[config.mk]
export PLATFORM = sky130hd
export DESIGN_NAME = pin_dir_arbiter
export DESIGN_NICKNAME = d
export VERILOG_FILES = /design/src/rtl/pin_dir_arbiter.sv
export SDC_FILE = /design/constraint.sdc
export NUM_CORES = 1
export LEC_CHECK = 0
export BUFFER_PORTS_ARGS = -buffer_cell sky130_fd_sc_hd__buf_4
export CAP_MARGIN = 20
export CORE_MARGIN = 4
export CORE_UTILIZATION = 35
export CTS_BUF_LIST = sky130_fd_sc_hd__clkbuf_4
export DETAILED_ROUTE_END_ITERATION = 10
export GPL_TIMING_DRIVEN = 0
export PLACE_DENSITY = 0.82
export SYNTH_ARGS = -nofsm -noshare
export SYNTH_HDL_FRONTEND = slang
export SYNTH_SLANG_ARGS = --single-unit
[constraint.sdc]
create_clock -name clk -period 1.1 [get_ports clk]
set_clock_uncertainty 0.05 [all_clocks]
set_input_delay 0.11 -clock clk [delete_from_list [all_inputs] [get_ports clk]]
set_output_delay 0.11 -clock clk [all_outputs]
set_load 0.02 [all_outputs]
[src/rtl/pin_dir_arbiter.sv]
module pin_dir_arbiter #(
  parameter int ADDR_W = 16,
  parameter logic [ADDR_W-1:0] REG_ADDR = 16'h024A
) (
  input  logic              clk,
  input  logic              rst_n,
  input  logic [ADDR_W-1:0] bus_addr,
  input  logic              bus_we,
  input  logic [7:0]        bus_wdata,
  output logic [7:0]        bus_rdata,
  input  logic              spi_en,
  input  logic [3:0]        spi_route,
  input  logic [3:0]        spi_dir_req,
  input  logic              iic_en,
  input  logic [1:0]        iic_route,
  input  logic [3:0]        pwm_en,
  input  logic [3:0]        pwm_route,
  output logic [7:0]        oe_o,
  output logic [7:0]        od_o
);
  logic [7:0] ddr_q;
  logic       hit;

  assign hit = (bus_addr == REG_ADDR);

  always_ff @(posedge clk or negedge rst_n)
    if (!rst_n)             ddr_q <= 8'h00;
    else if (bus_we && hit) ddr_q <= bus_wdata;

  assign bus_rdata = hit ? ddr_q : 8'h00;

  assign oe_o[3:0] = ddr_q[3:0];
  assign od_o[3:0] = 4'h0;

  for (genvar k = 0; k < 4; k++) begin : g_hi
    localparam bit HAS_IIC = (k == 0) || (k == 3);
    localparam int IIC_IDX = (k == 3) ? 1 : 0;
    logic spi_act, iic_act, pwm_act;
    assign spi_act = spi_en & spi_route[k];
    assign iic_act = HAS_IIC ? (iic_en & iic_route[IIC_IDX]) : 1'b0;
    assign pwm_act = pwm_en[k] & pwm_route[k];
    assign oe_o[4+k] = spi_act ? spi_dir_req[k] :
                       (iic_act | pwm_act) ? 1'b1 : ddr_q[4+k];
    assign od_o[4+k] = ~spi_act & iic_act;
  end
endmodule


==> results of run 1 <==
## stage by stage
step / worst slack, ps / hold WS (ps)
2_1_floorplan: -126.2 / -235.6
3_3_place_gp: -309.7 / -119.3
3_5_place_dp: -351.1 / -117.5
4_1_cts: -148.6 / 29.51
5_1_grt: -239.4 / 23.67
6_report: -201.9 / 25.50
## metal layers
metal / vias up / track usage [%] / share of wire, %
li1: 357 / - / -
met1: 351 / 18.81 / 30
met2: 57 / 37.83 / 53
met3: 10 / 12.17 / 14
met4: 0 / 8.520 / 2.7
met5: - / 0 / 0
## worst max-delay path, delay by kind of cell, from the launching register on
family	cells	cell delay, ps
AOI/OAI and AO/OA	2	310
buffers and inverters	1	160
DFF	1	400
## cell usage in the layout (no fill, tap or decap), types with 2 or more instances in the layout
cell type,instances
sky130_fd_sc_hd__a21oi_1,3
sky130_fd_sc_hd__a21oi_2,3
sky130_fd_sc_hd__a221oi_2,2
sky130_fd_sc_hd__and2_4,8
sky130_fd_sc_hd__and3_1,2
sky130_fd_sc_hd__buf_4,57
sky130_fd_sc_hd__buf_6,23
sky130_fd_sc_hd__clkbuf_4,3
sky130_fd_sc_hd__conb_1,6
sky130_fd_sc_hd__dfrtp_1,8
sky130_fd_sc_hd__mux2_4,8
sky130_fd_sc_hd__nand2_1,4
sky130_fd_sc_hd__nor2_1,4
sky130_fd_sc_hd__nor4b_4,2
## how the worst max path moves through the flow
stage | from | to | depth (start not counted)
final | ddr_q[7] | oe_o[7] | 3
after global routing | ddr_q[7] | oe_o[7] | 3
after CTS | bus_addr[7] | bus_rdata[1] | 6
after detailed placement | bus_addr[12] | ddr_q[2] | 6
after global placement | bus_addr[12] | ddr_q[7] | 6
after floorplan | bus_addr[5] | ddr_q[0] | 5
## what timing repair did
action,4_1_cts,5_1_grt
cloned,1,0
setup endpoints to repair,21,24
buffers inserted,2,4
resized for setup,29,14
hold buffers,1,0
pin swaps,10,5
endpoints found under the hold margin,8,0
## report_power, final
part           switching [mW]  internal [mW]  total [mW]
combinational           0.119          0.179       0.298
clock                   0.117          0.126       0.242
sequential           0.000118          0.294       0.294
total                   0.236          0.599       0.835
## synth_stat cells (all sizes together), types with 2 or more instances
library cell and instances:
nor2 4, and3 2, mux2 8, nand2 5, nor4b 2, a221oi 2, dfrtp 8, buf 11
a21oi 6, and2 8
## layout make-up
type | count | area (sq um)
timing repair buffer | 72 | 634.4
multi-input combinational | 46 | 439.2
fill | 98 | 301.5
sequential | 8 | 200.2
buffer | 11 | 97.59
tap | 25 | 31.28
clock buffer | 3 | 22.52
## cells by family after synthesis
group | share of synthesized area, %
DFF | 31.37
AOI/OAI and AO/OA | 7.452
muxes | 18.82
buffers and inverters | 13.53
and+or+nand+nor | 28.23
other | 0.5877
==> run metrics, run 1 <==
result of the run=finished, violations left; failing checks=negative setup slack; master cell of the clock root buffer=sky130_fd_sc_hd__clkbuf_4; area overhead of the layout relative to synthesis=123.3%; row count=15; via-per-instance ratio=4.697; wire length per cell=approximately 17 um; worst-skew pair later-pin latency=250 ps; maximum number of pins on one net before global-route repair=9; full die area=2570 sq um; final slew viol count=0; async set-reset flop share out of synthesis=100.0%; area leader, netlist=sky130_fd_sc_hd__dfrtp_1; count of unique library cells instantiated by Yosys=16; category of the worst setup path launch point=flip-flop; hold-critical path endpoint=ddr_q[7]; IR drop worst, VDD=0.4814 mV; Max Clock Freq=just under 800 MHz; FF-to-FF End=ddr_q[1]; number of failing hold endpoints at the final stage=0; Worst Reg2Reg Path Length in Cells=2; crit path max fanout=2; post-route clock period utilization=118.4%; starting density of the core=36.96%; net total in the final layout=189; Fin Setup TNS=-3086 ps; wire length reported by the detailed router=2.860 mm; static leakage power=0.7712 nW; sequential share of the synthesized area=31.37%; worst-path cell with the longest stage delay=sky130_fd_sc_hd__dfrtp_1; Post-Syn Area per Cell=10.64 sq um; Antenna Diode Count=0; worst reg2reg startpoint=ddr_q[1]; number of antenna violations at the first check in global routing=0; Clock H-tree levels=1; unrepaired setup endpoints after global routing=yes; DR vias=just under 800; max_cap viols=0; global-route wire length before repair=3.912 mm; endpoint class of the critical path=output port; ordered cell list for the critical path=a221oi_2, a21oi_1, buf_4; critical path required time=940 ps; post-layout instance area=1425 sq um; Die Width=between 50 and 60 um; number of flip-flops and latches in the synthesized netlist=8; final cell count without fillers=165; startpoint of the tightest hold check path=bus_wdata[7]; Most flops, register=ddr_q; count of routing violations after the opening detailed-route iteration=5; instance count along the most critical hold path=2; Setup Viol. Count Final=22; synthesized instance count=60; delay contributed by the slowest stage of the critical path=400 ps; routability-driven placement congestion ratio=0.6700; synth warn=0; count of input and output buffers=64; minimum setup slack in the final design=-201.9 ps; total power divided by cell area=585.7 nW/um^2; leading register cell type out of synthesis=sky130_fd_sc_hd__dfrtp_1; First-pass DRT Iterations=4; Top Registers=ddr_q x8; top cells by area, synth=sky130_fd_sc_hd__dfrtp_1 31%, sky130_fd_sc_hd__mux2_4 19%, sky130_fd_sc_hd__buf_4 12%; number of synthesized flops with an enable pin=0; Worst Setup Path Type=reg -> out; via count of the first global-routing pass=829; crit path time final=about 1300 ps; placed inst area=between 1000 and 1500 sq um; Worst R2R Setup Slack=70 ps; flip-flop count of the largest register after layout=8; Post-Route Utilization=82.54%; final total power=0.8346 mW; CORE AREA=1727 sq um; DRC Markers=0; Detail Placement HPWL=about 1.7 mm; arrival time at the worst endpoint=roughly 1100 ps; I/O Pins=71; CTS clk-pin slew, worst paths=70 ps; share of final-layout standard cells stronger than drive strength 1=80.00%; number of buffers created by CTS=3; type of the tightest min-delay check=in -> reg; Yosys top cell area share=31.37%; post-synthesis cell area=638.1 sq um; Max Buffers Root-to-Sink=2; CTS Sinks=8; total track usage=20.93%; placed insts=154; vertical die dimension=50.70 um; TritonCTS clock tree=yes; number of nets still failing antenna checks after routing=0; global route overflow=0
Power figures use the tool's default switching activity.
==> run 2, diff against run 1 <==
--- a/config.mk
+++ b/config.mk
@@ -8,11 +8,12 @@
 export BUFFER_PORTS_ARGS = -buffer_cell sky130_fd_sc_hd__buf_4
 export CAP_MARGIN = 20
 export CORE_MARGIN = 4
-export CORE_UTILIZATION = 35
+export CORE_UTILIZATION = 31
 export CTS_BUF_LIST = sky130_fd_sc_hd__clkbuf_4
+export CTS_CLUSTER_SIZE = 24
 export DETAILED_ROUTE_END_ITERATION = 10
 export GPL_TIMING_DRIVEN = 0
-export PLACE_DENSITY = 0.82
+export PLACE_DENSITY = 0.77
 export SYNTH_ARGS = -nofsm -noshare
 export SYNTH_HDL_FRONTEND = slang
 export SYNTH_SLANG_ARGS = --single-unit
==> constraint.sdc (replaced) <==
create_clock -name clk -period 1.05 [get_ports clk]
set_clock_uncertainty 0.05 [all_clocks]
set_input_delay 0.105 -clock clk [delete_from_list [all_inputs] [get_ports clk]]
set_output_delay 0.105 -clock clk [all_outputs]
set_load 0.02 [all_outputs]
==> run metrics, run 2 (synthesis results as in run 1) <==
TritonCTS clock tree=yes; IR drop worst, VDD=0.5404 mV; master cell of the clock root buffer=sky130_fd_sc_hd__clkbuf_4; max_cap viols=0; vertical die dimension=53.37 um; global route overflow=0; row count=16; DRC Markers=0; CORE AREA=1962 sq um; Antenna Diode Count=0; net total in the final layout=187; total track usage=17.85%; starting density of the core=32.53%; via count of the first global-routing pass=between 800 and 900; crit path max fanout=5; arrival time at the worst endpoint=about 1100 ps; count of input and output buffers=64; crit path time final=1275 ps; number of nets still failing antenna checks after routing=0; CTS Sinks=8; post-layout instance area=around 1400 sq um; final total power=between 0.8 and 0.9 mW; commonest non-fill, non-tap cells in the layout=58 x sky130_fd_sc_hd__buf_4, 21 x sky130_fd_sc_hd__buf_6, 8 x sky130_fd_sc_hd__and2_4, 8 x sky130_fd_sc_hd__mux2_4, 8 x sky130_fd_sc_hd__dfrtp_1; category of the worst setup path launch point=input port; Clock H-tree levels=1; delay contributed by the slowest stage of the critical path=between 200 and 300 ps; final slew viol count=0; Most flops, register=ddr_q; static leakage power=roughly 0.75 nW; leading cell type in the layout, fill and taps excluded=sky130_fd_sc_hd__buf_4; result of the run=finished, violations left; most repeated library cell on the critical path=sky130_fd_sc_hd__buf_6; I/O Pins=71; Die Width=53.37 um; number of antenna violations at the first check in global routing=0; number of buffers created by CTS=3; post-route clock period utilization=121.4%; placed inst area=1171 sq um; worst-path cell with the longest stage delay=sky130_fd_sc_hd__and4_4; endpoint class of the critical path=output port; minimum setup slack in the final design=-224.6 ps; number of failing hold endpoints at the final stage=0; via-per-instance ratio=4.382; placed insts=156; failing checks=negative setup slack; Detail Placement HPWL=1.759 mm; count of routing violations after the opening detailed-route iteration=6; ordered cell list for the critical path=buf_4, nor4_2, and4_4, buf_6, and2_4, buf_6; First-pass DRT Iterations=4; share of final-layout standard cells stronger than drive strength 1=78.99%; worst-skew pair later-pin latency=260 ps; Setup Viol. Count Final=24; unrepaired setup endpoints after global routing=yes; type of the tightest min-delay check=in -> reg; Max Buffers Root-to-Sink=2; routability-driven placement congestion ratio=0.6575; Worst Setup Path Type=in -> out; area overhead of the layout relative to synthesis=115.7%; total power divided by cell area=617.4 nW/um^2; wire length per cell=14.76 um; final cell count without fillers=around 170; full die area=2848 sq um; Top Registers=ddr_q x8; DR vias=723; global-route wire length before repair=approximately 3.7 mm; Post-Route Utilization=70.15%; wire length reported by the detailed router=2.436 mm; CTS clk-pin slew, worst paths=60 ps; critical path required time=just under 900 ps; maximum number of pins on one net before global-route repair=9; flip-flop count of the largest register after layout=8; Max Clock Freq=between 700 and 800 MHz
run 2: changes by cell type in the layout (fill, tap and decap cells not counted):
cell                      before  now
sky130_fd_sc_hd__buf_6        23   21
sky130_fd_sc_hd__a21oi_1       3    4
sky130_fd_sc_hd__a21oi_2       3    2
sky130_fd_sc_hd__buf_4        57   58
sky130_fd_sc_hd__buf_8         1    0
sky130_fd_sc_hd__nor4_2        0    1
sky130_fd_sc_hd__nor4_4        1    0
sky130_fd_sc_hd__nor4b_2       0    1
sky130_fd_sc_hd__nor4b_4       2    1
run 2: worst max-delay path, delay by kind of cell:
kind | cells | cell delay [ps]
and+or+nand+nor | 3 | 670
buffers and inverters | 3 | 340
run 2: power breakdown:
part	switching [mW]	total (mW)	internal (mW)
combinational	0.116	0.294	0.178
clock	0.115	0.247	0.132
sequential	0.000114	0.309	0.309
run 2: cell type report:
| cell class | count | area (sq um) |
|---|---|---|
| Timing Repair Buffer | 70 | 604.3 |
| Fill cell | 148 | 585.6 |
| Multi-Input combinational cell | 46 | 417.9 |
| Sequential cell | 8 | 200.2 |
| Buffer | 11 | 97.59 |
| Tap cell | 27 | 33.78 |
| Clock buffer | 3 | 22.52 |
run 2: path summary, 6_finish.rpt:
path / cells after the start / startpoint / slack (ps) / endpoint
worst max-delay path: 6 / bus_addr[15] / -220 / bus_rdata[2]
worst min-delay path: 2 / bus_wdata[4] / 20 / ddr_q[4]
worst max register to register: 2 / ddr_q[0] / 70 / ddr_q[0]
worst min register to register: 1 / ddr_q[2] / 520 / ddr_q[2]
max in group asynchronous: 2 / rst_n / 640 / ddr_q[5]
min in group asynchronous: 2 / rst_n / 180 / ddr_q[7]
run 2: stage by stage:
stage	setup slack (ps)	setup TNS [ps]	hold WS, ps
detailed placement	-365.5	-4598	-120.9
finish	-224.6	-4175	21.38
floorplan	-171.2	-1369	-240.6
global route	-289.3	-5404	18.48
CTS	-215.1	-4008	22.51
global placement	-354.9	-4581	-122.8
run 2: timing repair:
| action | in CTS | in global routing |
|---|---|---|
| endpoints found under the setup margin | 24 | 24 |
| buffers inserted | 3 | 1 |
| pin swaps | 10 | 6 |
| gates resized for setup | 33 | 3 |
| hold buffers | 1 | 0 |
| gates cloned | 1 | 0 |
| endpoints found under the hold margin | 8 | 0 |
run 2: routing by layer:
metal | global-route usage [%] | vias to the layer above | wire length, um
met2 | 32.04 | 49 | 1247
met3 | 7.324 | 7 | 313
met1 | 17.04 | 317 | 832
met5 | 0 | - | 0
li1 | - | 350 | -
met4 | 9.362 | 0 | 42
==> run 3, diff against run 2 <==
--- a/config.mk
+++ b/config.mk
@@ -7,7 +7,6 @@
 export LEC_CHECK = 0
 export BUFFER_PORTS_ARGS = -buffer_cell sky130_fd_sc_hd__buf_4
 export CAP_MARGIN = 20
-export CORE_MARGIN = 4
 export CORE_UTILIZATION = 31
 export CTS_BUF_LIST = sky130_fd_sc_hd__clkbuf_4
 export CTS_CLUSTER_SIZE = 24
==> run metrics, run 3 (synthesis results as in run 1) <==
area overhead of the layout relative to synthesis=115.9%; Worst Reg2Reg Path Length in Cells=2; Buffers & Inverters on Critical Path=3; vertical die dimension=47.37 um; final slew viol count=0; routability-driven placement congestion ratio=0.6583; flip-flop count of the largest register after layout=8; number of failing hold endpoints at the final stage=0; hold slack final=28.56 ps; Most flops, register=ddr_q; critical path endpoint=bus_rdata[7]; number of nets still failing antenna checks after routing=0; CP Depth=6; CTS Sinks=8; maximum number of pins on one net before global-route repair=10; leading cell type in the layout, fill and taps excluded=sky130_fd_sc_hd__buf_4; commonest non-fill, non-tap cells in the layout=55 x sky130_fd_sc_hd__buf_4, 23 x sky130_fd_sc_hd__buf_6, 8 x sky130_fd_sc_hd__mux2_4, 8 x sky130_fd_sc_hd__dfrtp_1; total power divided by cell area=between 600 and 700 nW/um^2; Filler cells=121; Setup Viol. Count Final=24; wire length reported by the detailed router=1.991 mm; proportion of power drawn by combinational gates=35.4%; worst setup path startpoint=bus_addr[10]; minimum setup slack in the final design=-215.9 ps; max_cap viols=0; I/O Pins=71; DR vias=719; Die Width=~47 um; critical path required time=890 ps; number of buffers created by CTS=3; type of the tightest min-delay check=in -> reg; post-route clock period utilization=120.6%; result of the run=finished, violations left; instance count along the most critical hold path=2; endpoint class of the critical path=output port; DRC Markers=0; count of routing violations after the opening detailed-route iteration=7; TritonCTS clock tree=yes; Antenna Diode Count=0; worst-path cell with the longest stage delay=sky130_fd_sc_hd__and4_4; global-route wire length before repair=2.546 mm; Multi-input gate area=419.2 sq um; net load switching power=0.2169 mW; worst-skew pair later-pin latency=between 200 and 300 ps; Worst R2R Setup Slack=roughly 110 ps; Clock H-tree levels=1; arrival time at the worst endpoint=1110 ps; IR drop worst, VDD=0.4920 mV; Max Buffers Root-to-Sink=2; FF-to-FF End=ddr_q[4]; wire length per cell=12.14 um; internal portion of total power=0.6214 mW; Worst Setup Path Type=in -> out; Max Clock Freq=789.9 MHz; net total in the final layout=186; worst-case setup slack after placement=-373.2 ps; static leakage power=0.7440 nW; CORE AREA=1942 sq um; share of final-layout standard cells stronger than drive strength 1=79.56%; crit path time final=about 1300 ps; kind of cell adding the most delay to the critical path=simple AND/OR/NAND/NOR gates; crit path max fanout=4; via-per-instance ratio=between 4 and 5; failing checks=negative setup slack; row count=16; sequential cell area in the final layout=200.2 sq um; number of antenna violations at the first check in global routing=0; CTS clk-pin slew, worst paths=about 50 ps; First-pass DRT Iterations=4; fraction of power consumed by sequential logic=36.9%; full die area=2244 sq um; most repeated library cell on the critical path=sky130_fd_sc_hd__buf_6; global route overflow=0; count of input and output buffers=64; category of the worst setup path launch point=input port; ordered cell list for the critical path=buf_6, nor4b_4, and4_4, buf_6, and2_2, buf_6; worst reg2reg startpoint=ddr_q[4]; unrepaired setup endpoints after global routing=yes; fraction of power spent switching nets=25.87%; starting density of the core=32.86%; via count of the first global-routing pass=646; total track usage=16.57%; master cell of the clock root buffer=sky130_fd_sc_hd__clkbuf_4; final total power=0.8383 mW; delay contributed by the slowest stage of the critical path=approximately 270 ps; share of power burned in the clock network=27.8%; Top Registers=ddr_q x8
[run 3: final cells by class]
class / instances / area share (%)
Buffer: 11 / 7.084
Sequential cell: 8 / 14.53
Timing Repair Buffer: 69 / 43.87
Multi-Input combinational cell: 46 / 30.43
Clock buffer: 3 / 1.635
Tap cell: 27 / 2.452
[run 3: timing repair]
action                                  CTS  global route
cloned                                    0             1
resized for setup                        21            18
pin swaps                                 3             7
hold endpoints to repair                  8             0
endpoints found under the setup margin   24            24
hold buffers                              1             0
buffers inserted                          0             3
[run 3: per-layer routing]
layer	vias to the layer above	track usage (%)	share of wire, %
li1	348	-	-
met1	318	17.80	37
met2	53	28.77	50
met3	0	7.692	13
met4	0	5.143	0
met5	-	0	0
[run 3: worst min-delay path by stage]
stage            startpoint       end  slack [ps]
3_5_place_dp          rst_n  ddr_q[2]        -120
5_1_grt        bus_wdata[5]  ddr_q[5]          20
6_report       bus_wdata[0]  ddr_q[0]          30
3_3_place_gp          rst_n  ddr_q[2]        -120
2_1_floorplan         rst_n  ddr_q[0]        -240
4_1_cts        bus_wdata[0]  ddr_q[0]          30
[run 3: metrics by stage]
stage / setup TNS, ps / instance area (sq um) / instances / utilization, %
after floorplan: -1369 / 656.9 / 65 / -
after global placement: -4781 / 1171 / 156 / 60.31
after detailed placement: -4800 / 1171 / 156 / 60.31
after CTS: -2889 / 1290 / 160 / 66.43
after global routing: -4710 / 1378 / 164 / 70.94
final: -3865 / 1378 / 164 / 70.94
[run 3: power groups by stage]
stage | Sequential [mW] | Combinational, mW | Clock (mW)
after floorplan | 0.314 | 0.0921 | 0
after global placement | 0.314 | 0.261 | 0
after detailed placement | 0.314 | 0.265 | 0
after CTS | 0.309 | 0.281 | 0.229
after global routing | 0.308 | 0.319 | 0.264
final | 0.309 | 0.296 | 0.233
